File: src/rtl/cipher_ctrl_regs.sv
module cipher_ctrl_regs #(
  parameter int ADDR_W = 8,
  parameter int N_ENG  = 4,
  parameter int N_KEY  = 8
) (
  input  logic                  clk,
  input  logic                  rst_n,
  input  logic [ADDR_W-1:0]     s_awaddr,
  input  logic                  s_awvalid,
  output logic                  s_awready,
  input  logic [31:0]           s_wdata,
  input  logic [3:0]            s_wstrb,
  input  logic                  s_wvalid,
  output logic                  s_wready,
  output logic [1:0]            s_bresp,
  output logic                  s_bvalid,
  input  logic                  s_bready,
  input  logic [ADDR_W-1:0]     s_araddr,
  input  logic                  s_arvalid,
  output logic                  s_arready,
  output logic [31:0]           s_rdata,
  output logic [1:0]            s_rresp,
  output logic                  s_rvalid,
  input  logic                  s_rready,
  output logic                  kx_start,
  input  logic                  kx_done,
  input  logic [N_ENG-1:0]      eng_busy,
  output logic                  cfg_encrypt,
  output logic [1:0]            cfg_keylen,
  output logic [32*N_KEY-1:0]   cfg_key
);
  localparam int WA_W = ADDR_W - 2;
  localparam logic [WA_W-1:0] OFF_CTRL = WA_W'(8'h00 >> 2);
  localparam logic [WA_W-1:0] OFF_MODE = WA_W'(8'h10 >> 2);
  localparam logic [WA_W-1:0] OFF_KLEN = WA_W'(8'h18 >> 2);
  localparam logic [WA_W-1:0] OFF_STAT = WA_W'(8'h20 >> 2);
  localparam int KEY_BASE = 8'h28 >> 2;

  logic            aw_held, w_held;
  logic [WA_W-1:0] aw_wa;
  logic [31:0]     w_data;
  logic [3:0]      w_strb;
  logic            start_q, start_d, done_q;
  logic [31:0]     key_q [N_KEY];
  logic [31:0]     rd_mux;

  wire [WA_W-1:0] ar_wa = s_araddr[ADDR_W-1:2];
  wire unused_lsb = ^{s_araddr[1:0], s_awaddr[1:0]};
  wire wr_go = aw_held && w_held && !s_bvalid;
  wire ar_hs = s_arvalid && s_arready;
  wire rd_ctrl = ar_hs && (ar_wa == OFF_CTRL);
  wire wr_ctrl = wr_go && (aw_wa == OFF_CTRL) && w_strb[0];

  assign s_awready = !aw_held;
  assign s_wready  = !w_held;
  assign s_arready = !s_rvalid;
  assign s_bresp   = 2'b00;
  assign s_rresp   = 2'b00;
  assign kx_start  = start_q && !start_d;

  always_ff @(posedge clk) begin
    if (!rst_n) begin
      aw_held <= 1'b0;
      w_held  <= 1'b0;
      aw_wa   <= '0;
      w_data  <= '0;
      w_strb  <= '0;
      s_bvalid <= 1'b0;
    end else begin
      if (s_awvalid && s_awready) begin
        aw_held <= 1'b1;
        aw_wa   <= s_awaddr[ADDR_W-1:2];
      end else if (wr_go) aw_held <= 1'b0;
      if (s_wvalid && s_wready) begin
        w_held <= 1'b1;
        w_data <= s_wdata;
        w_strb <= s_wstrb;
      end else if (wr_go) w_held <= 1'b0;
      if (wr_go) s_bvalid <= 1'b1;
      else if (s_bready) s_bvalid <= 1'b0;
    end
  end

  always_ff @(posedge clk) begin
    if (!rst_n) begin
      start_q <= 1'b0;
      start_d <= 1'b0;
      done_q  <= 1'b0;
      cfg_encrypt <= 1'b0;
      cfg_keylen  <= 2'b00;
    end else begin
      start_d <= start_q;
      if (start_q) start_q <= !done_q;
      else if (wr_ctrl && w_data[0]) start_q <= 1'b1;
      if (kx_done) done_q <= 1'b1;
      else if (rd_ctrl) done_q <= 1'b0;
      if (wr_go && aw_wa == OFF_MODE && w_strb[0]) cfg_encrypt <= w_data[0];
      if (wr_go && aw_wa == OFF_KLEN && w_strb[0]) cfg_keylen <= w_data[1:0];
    end
  end

  for (genvar k = 0; k < N_KEY; k++) begin : g_key
    localparam logic [WA_W-1:0] OFF_K = WA_W'(KEY_BASE + 2 * (N_KEY - 1 - k));
    wire in_use = (k >= 4) || (k >= 2 && cfg_keylen != 2'b00) || cfg_keylen[1];
    always_ff @(posedge clk) begin
      if (!rst_n) key_q[k] <= '0;
      else if (wr_go && aw_wa == OFF_K)
        for (int b = 0; b < 4; b++)
          if (w_strb[b]) key_q[k][8*b +: 8] <= w_data[8*b +: 8];
    end
    assign cfg_key[32*k +: 32] = in_use ? key_q[k] : 32'h0;
  end

  always_comb begin
    rd_mux = 32'h0;
    if (ar_wa == OFF_CTRL) rd_mux = {27'h0, 1'b0, done_q, !start_q, done_q, start_q};
    if (ar_wa == OFF_MODE) rd_mux = {31'h0, cfg_encrypt};
    if (ar_wa == OFF_KLEN) rd_mux = {30'h0, cfg_keylen};
    if (ar_wa == OFF_STAT) rd_mux = 32'(eng_busy);
    for (int k = 0; k < N_KEY; k++)
      if (ar_wa == WA_W'(KEY_BASE + 2 * (N_KEY - 1 - k))) rd_mux = key_q[k];
  end

  always_ff @(posedge clk) begin
    if (!rst_n) begin
      s_rvalid <= 1'b0;
      s_rdata  <= '0;
    end else if (ar_hs) begin
      s_rvalid <= 1'b1;
      s_rdata  <= rd_mux;
    end else if (s_rready) s_rvalid <= 1'b0;
  end

  a_r2_single_pulse: assert property (@(posedge clk) disable iff (!rst_n)
    kx_start |=> !kx_start);
  a_r2_start_holds: assert property (@(posedge clk) disable iff (!rst_n)
    start_q && !done_q |=> start_q);
  a_r3_done_set: assert property (@(posedge clk) disable iff (!rst_n)
    kx_done |=> done_q);
  a_r3_start_clears: assert property (@(posedge clk) disable iff (!rst_n)
    start_q && done_q |=> !start_q);
  a_r4_done_sticky: assert property (@(posedge clk) disable iff (!rst_n)
    done_q && !rd_ctrl |=> done_q);
  a_r12_bvalid_hold: assert property (@(posedge clk) disable iff (!rst_n)
    s_bvalid && !s_bready |=> s_bvalid);
  a_r12_rdata_hold: assert property (@(posedge clk) disable iff (!rst_n)
    s_rvalid && !s_rready |=> s_rvalid && $stable(s_rdata));
endmodule

File: config.mk
export PLATFORM = sky130hd
export DESIGN_NAME = cipher_ctrl_regs
export DESIGN_NICKNAME = d
export VERILOG_FILES = /design/src/rtl/cipher_ctrl_regs.sv
export SDC_FILE = /design/constraint.sdc
export NUM_CORES = 1
export LEC_CHECK = 0
export ABC_CLOCK_PERIOD_IN_PS = 6500
export BUFFER_PORTS_ARGS = -buffer_cell sky130_fd_sc_hd__buf_2
export CAP_MARGIN = 20
export CORE_MARGIN = 2
export CORE_UTILIZATION = 45
export DETAILED_ROUTE_END_ITERATION = 8
export PLACE_DENSITY = 0.68
export SKIP_CTS_REPAIR_TIMING = 1
export SLEW_MARGIN = 25
export SYNTH_ARGS = -nofsm -noshare
export SYNTH_HDL_FRONTEND = slang
export SYNTH_SLANG_ARGS = --single-unit
File: constraint.sdc
create_clock -name clk -period 6.5 [get_ports clk]
set_input_delay 1.3 -clock clk [delete_from_list [all_inputs] [get_ports clk]]
set_output_delay 1.3 -clock clk [all_outputs]
set_load 0.1 [all_outputs]
==> flow_summary.yaml, run 1 <==
final_layout:
  area.growth.synth_to_final_pct: 22.2
  fin_nets: 1785
  stdcell_area_um2: 19000
  drive_above_1_share_pct: 26.3
  fillers: 2986
logic_synthesis:
  synth_top_cell_by_area: "edfxtp_1"
  async_reset_ff_share_pct: 0
  yosys.cell_types.count: 58
  yosysMostFrequentCell: "and2_1"
  synthTopCellsByCount: "322 x and2_1, 256 x edfxtp_1, 102 x nand2_1"
  yosysSeqAreaShare_pct: 60.2
  syn_area_um2: 15600
  synthCells: 1379
  synth.avg_cell_area_um2: 11.3
  synth-edff-count: 256
  ys.warnings.count: 0
  netlist.area_leader.share_pct: 49.4
  netlist_top_cells_area: "edfxtp_1 49%, and2_1 13%, dfxtp_1 11%, nor2b_1 3.1%, o21ai_0 3.0%"
  synth_ff_type: "edfxtp_1"
  synth-seq-cells: 340
route:
  drtIter0Drc: 1135
  vias: 12700
  drc: 4
  viasPerCell: 5.74
  ant_nets: 0
  avgRoutedWirePerCell_um: 23.9
  totalWireLength_um: 52800
  dr.pass1.iters: 9
power:
  peakVddDrop_uv: 187
  p_leak_nw: 7.76
  powerDensity_nw_per_um2: 271
global_routing:
  gr-usage-all-layers_pct: 28.6
  grt-ovfl-total: 0
  grt_antenna_before_repair: 8
  grt_pass1_wl_um: 76600
  grtUsageMet2_pct: 45.9
  met1_usage_pct: 38.4
  grt_max_degree: 78
  gr-usage-met3_pct: 5.72
  grt_busiest_layer: "met2"
  first_global_vias: 12200
critical_path:
  critPathSlowestCell: "nor2_4"
  critPathMaxStageDelay_ns: 0.67
  startpoint_type: "flip-flop"
  crit-reg2reg-launch: "w_held"
  r2r_end: "key_q[1][73]"
  path_delay_family: "simple AND/OR/NAND/NOR gates"
  worstPathCellList: "nor2_4, buf_4, nor2_1, buf_2"
  critPathMaxFanout: 33
  r2r_cells: 4
  crit_arrival_ns: 2.53
  cp-end-kind: "primary output"
  r2r_setup_slack_ns: 3.58
  required_ns: 5.20
  path_buf_inv: 2
  worstSetupPathType: "reg2out"
  cp.depth: 4
outcome:
  status: "finished with violations"
  violations: "design-rule violations"
floorplan:
  die_h_um: 190
  core_um2: 34300
  die_w_um: 190
  start_util_pct: 45.4
  num_rows: 68
  die_area_um2: 36100
  ioPinCount: 365
timing:
  finalMaxSlewViolations: 0
  fin_tns_setup_ns: 0
  hold_viol: 0
  fin_ws_ns: 2.67
  period_share_pct: 58.9
  relSlewSlack_pct: 35.5
  setup_viol: 0
  finClkSkew_ns: 0.00921
  max_freq_mhz: 261
  period_needed_ns: 3.83
  rsz0062_at_grt: "no"
  worstMarginPinSlew_ns: 0.961
placement:
  port-buffer-count: 356
  dp_hpwl_um: 36200
  place.gp.congestion: 0.859
  dp_slack_ns: 2.48
  place_area_um2: 17800
min_path:
  hold_depth: 2
  hold_path.class: "reg2reg"
  holdCritStartpoint: "w_strb[2]"
  min_to: "w_strb[2]"
job:
  maxCapViolCount: 0
clock_tree:
  cts_buffer_depth: 3
  htreeDepth: 2
  clkTransAtPathRegs_ns: 0.06
  clk-insertion-delay-late_ns: 0.51
  root_buffer: "clkbuf_16"
  cts_tree: "yes"
  cts_made_buffers: 37
  clock_sinks: 340
## final cells by class
class	instances	area (um^2)	share of cell area (%)
antenna	6	15.0	0.0789
multi-input combinational	942	5830	30.6
clock inverter	16	161	0.848
inverter	12	45.0	0.237
clock buffer	49	991	5.21
sequential	340	9370	49.3
timing repair buffer	388	2040	10.7
tap	455	569	2.99
## power breakdown
part / total (W) / switching, W / internal [W]
registers: 0.00250 / 0.0000831 / 0.00242
logic: 0.000624 / 0.000515 / 0.000110
clock network: 0.00204 / 0.000844 / 0.00119
## layout by cell type (no fill, tap or decap), types with 10 or more instances in the layout
cell type,netlist,routed
and2_1,322,321
dfxtp_1,84,83
clkbuf_1,61,10
nand2_1,102,102
edfxtp_1,256,256
nor2_1,47,45
o21ai_1,1,17
nand3_1,37,37
nor2b_1,76,74
o2111a_1,25,25
a21boi_0,37,37
o21ai_0,94,76
buf_4,7,32
a21oi_1,38,38
buf_2,17,355
a222oi_1,30,30
a22oi_1,30,30
inv_1,12,12
clkbuf_16,0,37
o22ai_1,27,27
## worst max path at each step
stage,start,to,slack (ns)
floorplan,cfg_keylen[1],cfg_key[100],2.29
global placement,s_araddr[3],s_rdata[2],2.47
detailed placement,s_araddr[3],s_rdata[2],2.48
CTS,cfg_keylen[0],cfg_key[99],2.63
global route,cfg_keylen[0],cfg_key[96],2.52
finish,cfg_keylen[0],cfg_key[96],2.67
## through the flow
stage / instances / utilization, % / total power (W) / hold slack (ns)
3_3_place_gp: 2136 / 52.0 / 0.00316 / 0.473
2_1_floorplan: 1382 / - / 0.00300 / 0.454
4_1_cts: 2201 / 55.3 / 0.00517 / 0.486
3_5_place_dp: 2136 / 52.0 / 0.00316 / 0.477
6_report: 2208 / 55.5 / 0.00516 / 0.482
5_1_grt: 2206 / 55.5 / 0.00530 / 0.507
## kinds of logic (layout without fill, tap and decap cells)
kind of cell,Yosys count,after routing,synth area share [%]
muxes,9,9,0.587
AOI/OAI and AO/OA,306,306,13.7
DFF,340,340,60.2
buffers and inverters,100,465,2.73
other,1,10,0.0241
and+or+nand+nor,623,623,22.8
## registers in the layout (all words and copies together), names as in the netlist, 2 cells and up
register    cells
cfg_keylen      2
w_data         32
aw_wa           6
s_rdata        32
key_q         256
w_strb          4
## per-layer routing
| layer | vias up | routed length, um |
|---|---|---|
| met3 | 114 | 5280 |
| met5 | - | 27 |
| met4 | 4 | 1850 |
| met2 | 772 | 24800 |
| met1 | 6105 | 20800 |
| li1 | 5677 | - |
## tightest hold or removal path: cells and delay by family, from the launching register on
family	cells	cell delay (ns)
compound gates	1	0.06
flops	1	0.32
simple gates	1	0.05
Power figures use the tool's default switching activity.
==> run 2: changes to the inputs <==
Settings changed: ABC_AREA set to 1, ABC_CLOCK_PERIOD_IN_PS 6500 to 3900.
Clock period 6.5 ns to 3.9 ns, I/O delays scaled along.
==> flow_summary.yaml, run 2 <==
final_layout:
  fin_cells: 2509
  final_common_cell: "nor2_1"
  multi_input_area_um2: 4610
  max_flop_register: "key_q"
  fin_nets: 2089
  layout_common_cells: "363 x nor2_1, 355 x buf_2, 285 x nand2_1"
  largest_reg_flops: 256
  fin_util_pct: 56.4
  ff_latch_area_um2: 9370
  drive_above_1_share_pct: 24.0
  top_regs: "key_q (256), s_rdata (32), w_data (32)"
  fillers: 2994
  area.growth.synth_to_final_pct: 24.4
clock_tree:
  clkTransAtPathRegs_ns: 0.06
  clk-insertion-delay-late_ns: 0.53
  cts_tree: "yes"
  cts_buffer_depth: 3
  htreeDepth: 2
  cts_made_buffers: 37
  clock_sinks: 340
  root_buffer: "clkbuf_16"
min_path:
  hold_path.class: "reg2reg"
  hold_depth: 2
critical_path:
  critPathSlowestCell: "dfxtp_2"
  worstSetupPathType: "reg2out"
  required_ns: 3.12
  startpoint_type: "flip-flop"
  critPathMaxFanout: 34
  path_buf_inv: 3
  r2r_cells: 7
  cp.depth: 4
  path_delay_family: "buffers and inverters"
  worstPathCellList: "buf_4, nand2_1, inv_1, buf_2"
  cp-end-kind: "primary output"
  critPathMaxStageDelay_ns: 0.80
  crit_arrival_ns: 2.44
power:
  intPower_w: 0.00632
  peakVddDrop_uv: 296
  total_power_w: 0.00863
  clockPowerShare_pct: 41.4
  sw_frac_of_total_pct: 26.8
  p_sw_w: 0.00231
  powerDensity_nw_per_um2: 460
  p_comb_share_pct: 11.0
  seqPwrFrac_pct: 47.6
  p_leak_nw: 8.33
logic_synthesis:
  synth_top_cell_by_area: "edfxtp_1"
  yosysMostFrequentCell: "nor2_1"
  synth_ff_type: "edfxtp_1"
  synthTopCellsByCount: "365 x nor2_1, 286 x nand2_1, 256 x edfxtp_1"
  async_reset_ff_share_pct: 0
  synthAdderAreaFrac_pct: 0
  syn_area_um2: 15100
  synth_top_family_by_area: "simple AND/OR/NAND/NOR gates"
  synth-seq-cells: 340
  yosys.area_share.simple_pct: 21.6
  synth.avg_cell_area_um2: 9.14
  synthMuxAreaShare_pct: 0
  netlist_top_cells_area: "edfxtp_1 51%, dfxtp_1 11%, nor2_1 9.1%, nand2_1 7.1%, inv_1 4.2%"
  ys.warnings.count: 0
  yosys.cell_types.count: 31
  netlist.area_leader.share_pct: 51.0
  synth_compound_area_share_pct: 8.70
  synthCells: 1650
  yosysSeqAreaShare_pct: 62.1
  synth-edff-count: 256
  synth_xor_area_share_pct: 0
floorplan:
  die_area_um2: 35000
  ioPinCount: 365
  start_util_pct: 45.3
  core_um2: 33300
  num_rows: 67
  die_w_um: 187
  die_h_um: 187
route:
  drtIter0Drc: 1304
  ant_nets: 0
  drc: 0
  vias: 13300
  avgRoutedWirePerCell_um: 20.2
  dr.pass1.iters: 5
  totalWireLength_um: 50600
  viasPerCell: 5.31
job:
  maxCapViolCount: 0
timing:
  period_share_pct: 82.4
  setup_viol: 0
  fin_tns_setup_ns: 0
  worstMarginPinSlew_ns: 1.04
  relSlewSlack_pct: 30.5
  finClkSkew_ns: 0.0183
  hold_viol: 0
  period_needed_ns: 3.22
  rsz0062_at_grt: "no"
  max_freq_mhz: 311
  finalMaxSlewViolations: 0
global_routing:
  grt_pass1_wl_um: 74000
  gr-usage-all-layers_pct: 27.9
  first_global_vias: 12500
  grt-ovfl-total: 0
  grt_antenna_before_repair: 8
  grt_max_degree: 72
placement:
  place.gp.congestion: 0.846
  dp_hpwl_um: 34900
  dp.cells: 2434
  port-buffer-count: 356
outcome:
  status: "completed"
run 2: changes by cell type in the layout (fill, tap and decap cells not counted), moves of 25 or more:
| cell | before | now |
|---|---|---|
| nor2b_1 | 74 | 0 |
| o22ai_1 | 27 | 0 |
| clkinv_1 | 2 | 35 |
| o2111a_1 | 25 | 0 |
| a21boi_0 | 37 | 0 |
| inv_1 | 12 | 167 |
| and2_1 | 321 | 0 |
| a21oi_1 | 38 | 115 |
| nand4_1 | 0 | 64 |
| nor2_1 | 45 | 363 |
| a222oi_1 | 30 | 0 |
| nand2_1 | 102 | 285 |
| a22oi_1 | 30 | 0 |
run 2: per-stage QoR:
stage	hold slack, ns	instance area, um^2	setup WS [ns]
after CTS	0.466	18700	0.651
after floorplan	0.439	15100	0.299
after detailed placement	0.453	17500	0.992
after global placement	0.452	17500	1.03
after global routing	0.477	18800	0.549
final	0.465	18800	0.685
run 2: final cells by class:
type / instances / share of cell area [%]
Timing Repair Buffer: 411 / 11.7
Clock inverter: 11 / 0.707
Clock buffer: 57 / 5.89
Antenna cell: 7 / 0.0933
Inverter: 205 / 4.10
Tap cell: 448 / 2.99
Sequential cell: 340 / 49.9
Multi-Input combinational cell: 1030 / 24.6
run 2: routing by layer:
layer	wire length, um	GRT usage (%)
met1	20300	37.3
met2	23800	46.2
met3	4820	4.86
met4	1630	9.62
met5	13	0
run 2: logic make-up (layout without fill, tap and decap cells):
kind of cell,after synthesis,after routing
compound gates,248,248
buf+inv,283,684
other cells,1,11
simple gates,778,778
flops,340,340
run 2: worst paths after layout:
check / start / to / slack (ns)
hold / removal: s_rdata[8] / s_rdata[8] / 0.46
setup / recovery: cfg_keylen[1] / cfg_key[56] / 0.68
setup reg to reg: w_held / key_q[1][108] / 1.15
hold reg to reg: s_rdata[8] / s_rdata[8] / 0.46
run 2: power by group through the flow:
stage / sequential, W / clock (W) / combinational, W
after CTS: 0.00411 / 0.00358 / 0.000948
after floorplan: 0.00457 / 0 / 0.000298
after global routing: 0.00412 / 0.00372 / 0.000995
final: 0.00411 / 0.00357 / 0.000950
after detailed placement: 0.00418 / 0 / 0.000946
after global placement: 0.00418 / 0 / 0.000939
run 2: worst reg2reg max path, stage by stage (launching register included):
cell,delay [ns]
dfxtp_1,0.34
inv_2,0.06
nor3_4,0.31
nand2_1,0.22
nor2_2,0.34
nand2_1,0.23
o21ai_0,0.64
buf_4,0.31
